==> src/rtl/can_txb_pkg.sv <==
package can_txb_pkg;
  typedef enum logic [1:0] {
    TXS_IDLE = 2'd0,
    TXS_WAIT = 2'd1,
    TXS_SEND = 2'd2
  } txs_e;

  typedef struct packed {
    logic req;
    logic start;
    logic done;
    logic abort;
  } tx_ev_t;
endpackage

==> src/rtl/can_txb_store.sv <==
module can_txb_store #(
  parameter int NUM_BYTES = 13,
  parameter int DATA_W    = 8,
  localparam int ADDR_W   = $clog2(NUM_BYTES)
) (
  input  logic              clk_i,
  input  logic              rst_ni,
  input  logic              wr_en_i,
  input  logic [ADDR_W-1:0] wr_addr_i,
  input  logic [DATA_W-1:0] wr_data_i,
  input  logic [ADDR_W-1:0] rd_addr_i,
  output logic [DATA_W-1:0] rd_data_o
);
  logic [DATA_W-1:0] mem_q [NUM_BYTES];

  for (genvar i = 0; i < NUM_BYTES; i++) begin : g_byte
    logic sel;
    assign sel = wr_en_i && (wr_addr_i == ADDR_W'(i));
    always_ff @(posedge clk_i or negedge rst_ni) begin
      if (!rst_ni)  mem_q[i] <= '0;
      else if (sel) mem_q[i] <= wr_data_i;
    end
  end

  // out-of-range addresses read as zero
  always_comb begin
    rd_data_o = '0;
    for (int k = 0; k < NUM_BYTES; k++) begin
      if (rd_addr_i == ADDR_W'(k)) rd_data_o = mem_q[k];
    end
  end
endmodule

==> src/rtl/can_txb_seq.sv <==
module can_txb_seq
  import can_txb_pkg::*;
(
  input  logic   clk_i,
  input  logic   rst_ni,
  input  tx_ev_t ev_i,
  output logic   buf_free_o,
  output logic   tx_cmpl_o,
  output logic   tx_pend_o,
  output logic   tx_active_o
);
  txs_e state_q, state_d;
  logic cmpl_q, cmpl_d;
  logic req_ok, start_ok, done_ok, abort_ok;

  assign req_ok   = ev_i.req   && (state_q == TXS_IDLE);
  assign start_ok = ev_i.start && (state_q == TXS_WAIT);
  assign done_ok  = ev_i.done  && (state_q == TXS_SEND);
  assign abort_ok = ev_i.abort && (state_q != TXS_IDLE) && !done_ok;

  always_comb begin
    state_d = state_q;
    cmpl_d  = cmpl_q;
    unique case (state_q)
      TXS_IDLE: if (req_ok) begin
        state_d = TXS_WAIT;
        cmpl_d  = 1'b0;
      end
      TXS_WAIT: begin
        if (abort_ok)      state_d = TXS_IDLE;
        else if (start_ok) state_d = TXS_SEND;
      end
      TXS_SEND: begin
        if (done_ok) begin
          state_d = TXS_IDLE;
          cmpl_d  = 1'b1;
        end else if (abort_ok) begin
          state_d = TXS_IDLE;
        end
      end
      default: state_d = TXS_IDLE;
    endcase
  end

  always_ff @(posedge clk_i or negedge rst_ni) begin
    if (!rst_ni) begin
      state_q <= TXS_IDLE;
      cmpl_q  <= 1'b1;
    end else begin
      state_q <= state_d;
      cmpl_q  <= cmpl_d;
    end
  end

  assign buf_free_o  = (state_q == TXS_IDLE);
  assign tx_pend_o   = (state_q != TXS_IDLE);
  assign tx_active_o = (state_q == TXS_SEND);
  assign tx_cmpl_o   = cmpl_q;
endmodule

==> src/rtl/can_txb_act.sv <==
module can_txb_act (
  input  logic clk_i,
  input  logic rst_ni,
  input  logic rx_start_i,
  input  logic rx_end_i,
  input  logic tx_active_i,
  output logic rx_active_o,
  output logic bus_idle_o
);
  logic rx_q;

  // end wins over start
  always_ff @(posedge clk_i or negedge rst_ni) begin
    if (!rst_ni)         rx_q <= 1'b0;
    else if (rx_end_i)   rx_q <= 1'b0;
    else if (rx_start_i) rx_q <= 1'b1;
  end

  assign rx_active_o = rx_q;
  assign bus_idle_o  = !rx_q && !tx_active_i;
endmodule

==> src/rtl/can_txbuf_ctrl.sv <==
module can_txbuf_ctrl
  import can_txb_pkg::*;
#(
  parameter int NUM_BYTES = 13,
  parameter int DATA_W    = 8,
  localparam int ADDR_W   = $clog2(NUM_BYTES)
) (
  input  logic              clk_i,
  input  logic              rst_ni,
  input  logic              cpu_wr_i,
  input  logic [ADDR_W-1:0] cpu_addr_i,
  input  logic [DATA_W-1:0] cpu_wdata_i,
  input  logic              tx_req_i,
  input  logic              eng_tx_start_i,
  input  logic              eng_tx_done_i,
  input  logic              eng_tx_abort_i,
  input  logic              eng_rx_start_i,
  input  logic              eng_rx_end_i,
  input  logic [ADDR_W-1:0] buf_rd_addr_i,
  output logic [DATA_W-1:0] buf_rd_data_o,
  output logic              buf_free_o,
  output logic              tx_cmpl_o,
  output logic              tx_pend_o,
  output logic              tx_active_o,
  output logic              rx_active_o,
  output logic              bus_idle_o
);
  tx_ev_t ev;
  logic   free_w, txa_w, wr_en;

  assign ev.req   = tx_req_i;
  assign ev.start = eng_tx_start_i;
  assign ev.done  = eng_tx_done_i;
  assign ev.abort = eng_tx_abort_i;

  // locked writes are dropped silently
  assign wr_en = cpu_wr_i && free_w;

  can_txb_store #(.NUM_BYTES(NUM_BYTES), .DATA_W(DATA_W)) store_i (
    .clk_i     (clk_i),
    .rst_ni    (rst_ni),
    .wr_en_i   (wr_en),
    .wr_addr_i (cpu_addr_i),
    .wr_data_i (cpu_wdata_i),
    .rd_addr_i (buf_rd_addr_i),
    .rd_data_o (buf_rd_data_o)
  );

  can_txb_seq seq_i (
    .clk_i       (clk_i),
    .rst_ni      (rst_ni),
    .ev_i        (ev),
    .buf_free_o  (free_w),
    .tx_cmpl_o   (tx_cmpl_o),
    .tx_pend_o   (tx_pend_o),
    .tx_active_o (txa_w)
  );

  can_txb_act act_i (
    .clk_i       (clk_i),
    .rst_ni      (rst_ni),
    .rx_start_i  (eng_rx_start_i),
    .rx_end_i    (eng_rx_end_i),
    .tx_active_i (txa_w),
    .rx_active_o (rx_active_o),
    .bus_idle_o  (bus_idle_o)
  );

  assign buf_free_o  = free_w;
  assign tx_active_o = txa_w;
endmodule

==> config.mk <==
export PLATFORM = sky130hd
export DESIGN_NAME = can_txbuf_ctrl
export DESIGN_NICKNAME = d
export VERILOG_FILES = /design/src/rtl/can_txb_pkg.sv /design/src/rtl/can_txb_store.sv /design/src/rtl/can_txb_seq.sv /design/src/rtl/can_txb_act.sv /design/src/rtl/can_txbuf_ctrl.sv
export SDC_FILE = /design/constraint.sdc
export NUM_CORES = 1
export LEC_CHECK = 0
export BUFFER_PORTS_ARGS = -buffer_cell sky130_fd_sc_hd__buf_2
export CORE_ASPECT_RATIO = 1.2
export CORE_MARGIN = 4
export CORE_UTILIZATION = 65
export CTS_CLUSTER_DIAMETER = 120
export DETAILED_ROUTE_END_ITERATION = 12
export GPL_TIMING_DRIVEN = 0
export HOLD_SLACK_MARGIN = 0.03
export PLACE_DENSITY = 0.85
export SLEW_MARGIN = 20
export SYNTH_ARGS = -nofsm -noshare
export SYNTH_HDL_FRONTEND = slang
export SYNTH_HIERARCHICAL = 1
export SYNTH_SLANG_ARGS = --single-unit
==> constraint.sdc <==
create_clock -name clk_i -period 6.5 [get_ports clk_i]
set_clock_uncertainty 0.1 [all_clocks]
set_input_delay 0.325 -clock clk_i [delete_from_list [all_inputs] [get_ports clk_i]]
set_output_delay 0.325 -clock clk_i [all_outputs]
set_load 0.02 [all_outputs]
==> impl_metrics.py <==
metrics = {
    "worst_setup_path": {
        "endpoint_kind": "output pin",
        "critPathTopFamily": "simple AND/OR/NAND/NOR gates",
        "cp_common_cell": "buf_2",
        "worst-setup-path-type": "input port to output pin",
        "worst-path-max-fanout": 10,
        "cp.buffers_inverters": 3,
        "crit_chain": "buf_2 -> buf_4 -> nor2_1 -> a221oi_1 -> a211oi_1 -> a21oi_1 -> nand3_1 -> buf_2",
        "crit_required_ns": 6.07,
        "cp.depth": 8,
        "r2r_cells": 6,
        "cp_slowest_stage_delay_ns": 0.45,
        "crit_slowest_cell": "nor2_1",
        "cp.arrival_ns": 2.02,
        "cp-start-kind": "input port",
    },
    "job": {
        "max_cap_viol_count": 0,
    },
    "timing": {
        "clock.fmax_ghz": 0.409,
        "rsz0062_at_grt": "false",
        "tightest_slew_ns": 0.678,
        "maxSlewHeadroom_pct": 54.7,
        "layout_min_cycle_time_ns": 2.44,
        "final.setup.worst_slack_ns": 4.06,
        "report.final.hold_viol_count": 0,
        "post-route-period-util_pct": 37.6,
        "setup_viol": 0,
        "finalSetupTns_ns": 0,
        "slew_violations": 0,
    },
    "logic_synthesis": {
        "synthCells": 414,
        "synth_edf_count": 0,
        "syn_avg_cell_area_um2": 12.8,
        "netlist.area_leader.share_pct": 50.4,
        "yosysUniqueCellTypes": 50,
        "synth_area_um2": 5320,
        "yosys.area.top_type": "dfrtp_1",
        "synthFlopType": "dfrtp_1",
        "syn_nets": 439,
        "yosysWarnings": 6,
        "synth_seq_area_share_pct": 50.9,
        "synthTopCellsByArea": "dfrtp_1 50%, mux2_2 21%, mux2i_1 2.6%",
        "ys_async_sr_fraction_pct": 100,
        "synth-seq-cells": 108,
    },
    "layout": {
        "regArea_um2": 2700,
        "mostFrequentLayoutCells": "107 x dfrtp_1, 97 x mux2_2, 41 x buf_2",
        "final_nets": 490,
        "utilization_pct": 75.0,
        "area_growth_pct": 10.5,
        "multi_input_area_um2": 2420,
        "layout-drive-gt1-share_pct": 41.5,
        "mostFrequentLayoutCell": "dfrtp_1",
        "stdcell_area_um2": 5880,
        "diodes": 0,
        "nFillCells": 526,
    },
    "routing": {
        "via_per_inst": 6.58,
        "drt-initial-drc-count": 277,
        "drt-total-wl_um": 12200,
        "drc_errors": 0,
        "wl_per_cell_um": 21.7,
        "postRouteAntennaNets": 0,
        "num_vias": 3698,
        "dr.pass1.iters": 5,
    },
    "worst_hold_path": {
        "hold-path-cell-count": 2,
        "hold_class": "input port to register",
    },
    "die": {
        "die_x_um": 90.6,
        "die_h_um": 107,
        "io-pin-count": 39,
        "die_area_um2": 9690,
        "fp-row-count": 35,
        "initial_core_util_pct": 67.8,
        "fp.coreArea_um2": 7840,
    },
    "clocking": {
        "numCtsBuffers": 9,
        "cts.clk_slew.worst_paths_ns": 0.10,
        "cts_setup_buffers": 0,
        "cts_sinks": 108,
        "cts_tree": "built",
        "cts.path.max_buffers": 2,
        "htree_levels": 3,
        "root_buffer": "clkbuf_8",
        "clk_latency_ns": 0.37,
    },
    "global_route": {
        "grt_first_pass_wirelength_um": 20000,
        "antenna_found_initial": 0,
        "grt_pass1_vias": 3840,
        "grt_max_degree": 63,
        "grt.total_usage_pct": 26.9,
        "grt-ovfl-total": 0,
    },
    "pwr": {
        "p_per_area_nw_per_um2": 300,
        "peakVddDrop_mv": 0.178,
        "p_leak_uw": 0.00270,
        "total_power_uw": 1760,
    },
    "place": {
        "placed_area_um2": 5650,
        "dp_hpwl_um": 8490,
        "pre_cts_slack_ns": 4.14,
        "gp_congestion": 0.970,
        "port_buffers": 37,
    },
    "status": {
        "status": "finished clean",
    },
}
sequential cells by signal, summed over array words and instances (netlist names):
signal / count
seq_i/tx_cmpl_o: 1
act_i/rx_active_o: 1
seq_i/state_q: 2
store_i/mem_q: 104
stage by stage:
step | cells | hold WS [ns]
5_1_grt | 562 | 0.0512
2_1_floorplan | 414 | -0.0706
4_1_cts | 562 | 0.0430
6_report | 562 | 0.0550
3_5_place_dp | 544 | 0.233
3_3_place_gp | 543 | 0.362
kinds of logic after synthesis:
| logic type | after synthesis | share of synthesized area, % |
|---|---|---|
| DFF | 108 | 50.9 |
| buffers and inverters | 32 | 3.67 |
| muxes | 127 | 28.7 |
| and+or+nand+nor | 81 | 8.78 |
| AOI/OAI and AO/OA | 66 | 7.98 |
per-layer routing:
layer	GRT usage [%]	wire length [µm]
met4	12.5	294
met1	33.9	4850
met5	0	0
met2	45.3	6210
met3	4.91	861
worst paths after layout:
| kind | from | to | slack [ns] |
|---|---|---|---|
| setup / recovery | buf_rd_addr_i[2] | buf_rd_data_o[6] | 4.06 |
| hold / removal | eng_rx_start_i | act_i/rx_active_o | 0.06 |
| setup reg to reg | seq_i/state_q[1] | store_i/mem_q[57] | 4.14 |
| hold reg to reg | seq_i/state_q[1] | seq_i/state_q[0] | 0.39 |
| max in group asynchronous | rst_ni | seq_i/tx_cmpl_o | 5.23 |
| min in group asynchronous | rst_ni | store_i/mem_q[35] | 0.37 |
power breakdown:
group          leakage, µW  internal [µW]  switching (µW)
Clock             0.000104            185             239
Combinational      0.00123            227             171
Sequential         0.00137            845            97.3
area by class of cell:
| type | count | share of cell area (%) |
|---|---|---|
| buffer | 28 | 3.07 |
| clock buffer | 9 | 2.11 |
| clock inverter | 7 | 1.41 |
| inverter | 4 | 0.256 |
| multi-input combinational | 274 | 41.1 |
| sequential | 108 | 46.0 |
| tap | 92 | 1.96 |
| timing repair buffer | 40 | 4.07 |
what timing repair did:
item | CTS | global route
endpoints found under the hold margin | 62 | 0
hold buffers | 2 | 0
gates resized for setup | 0 | 0
cells in the mapped netlist, types with 2 or more instances:
library cell  count
dfrtp_1         107
mux2_2           97
a21oi_1          19
nor2_1           19
mux2i_1          14
nand2_1          13
clkbuf_1         11
o21ai_0          11
nand2b_1         10
nor2b_1           9
mux2_4            8
o22ai_1           8
nand3_1           7
mux4_2            6
nor2_2            6
a2bb2oi_1         5
a31oi_1           5
buf_2             5
buf_4             5
o311ai_1          5
a211oi_1          3
inv_1             3
nand4_1           3
a22oi_1           2
and2b_1           2
buf_12            2
buf_6             2
clkbuf_2          2
nand3b_1          2
nand3b_4          2
or3_1             2
No activity file was read; power rests on OpenSTA's default activity.
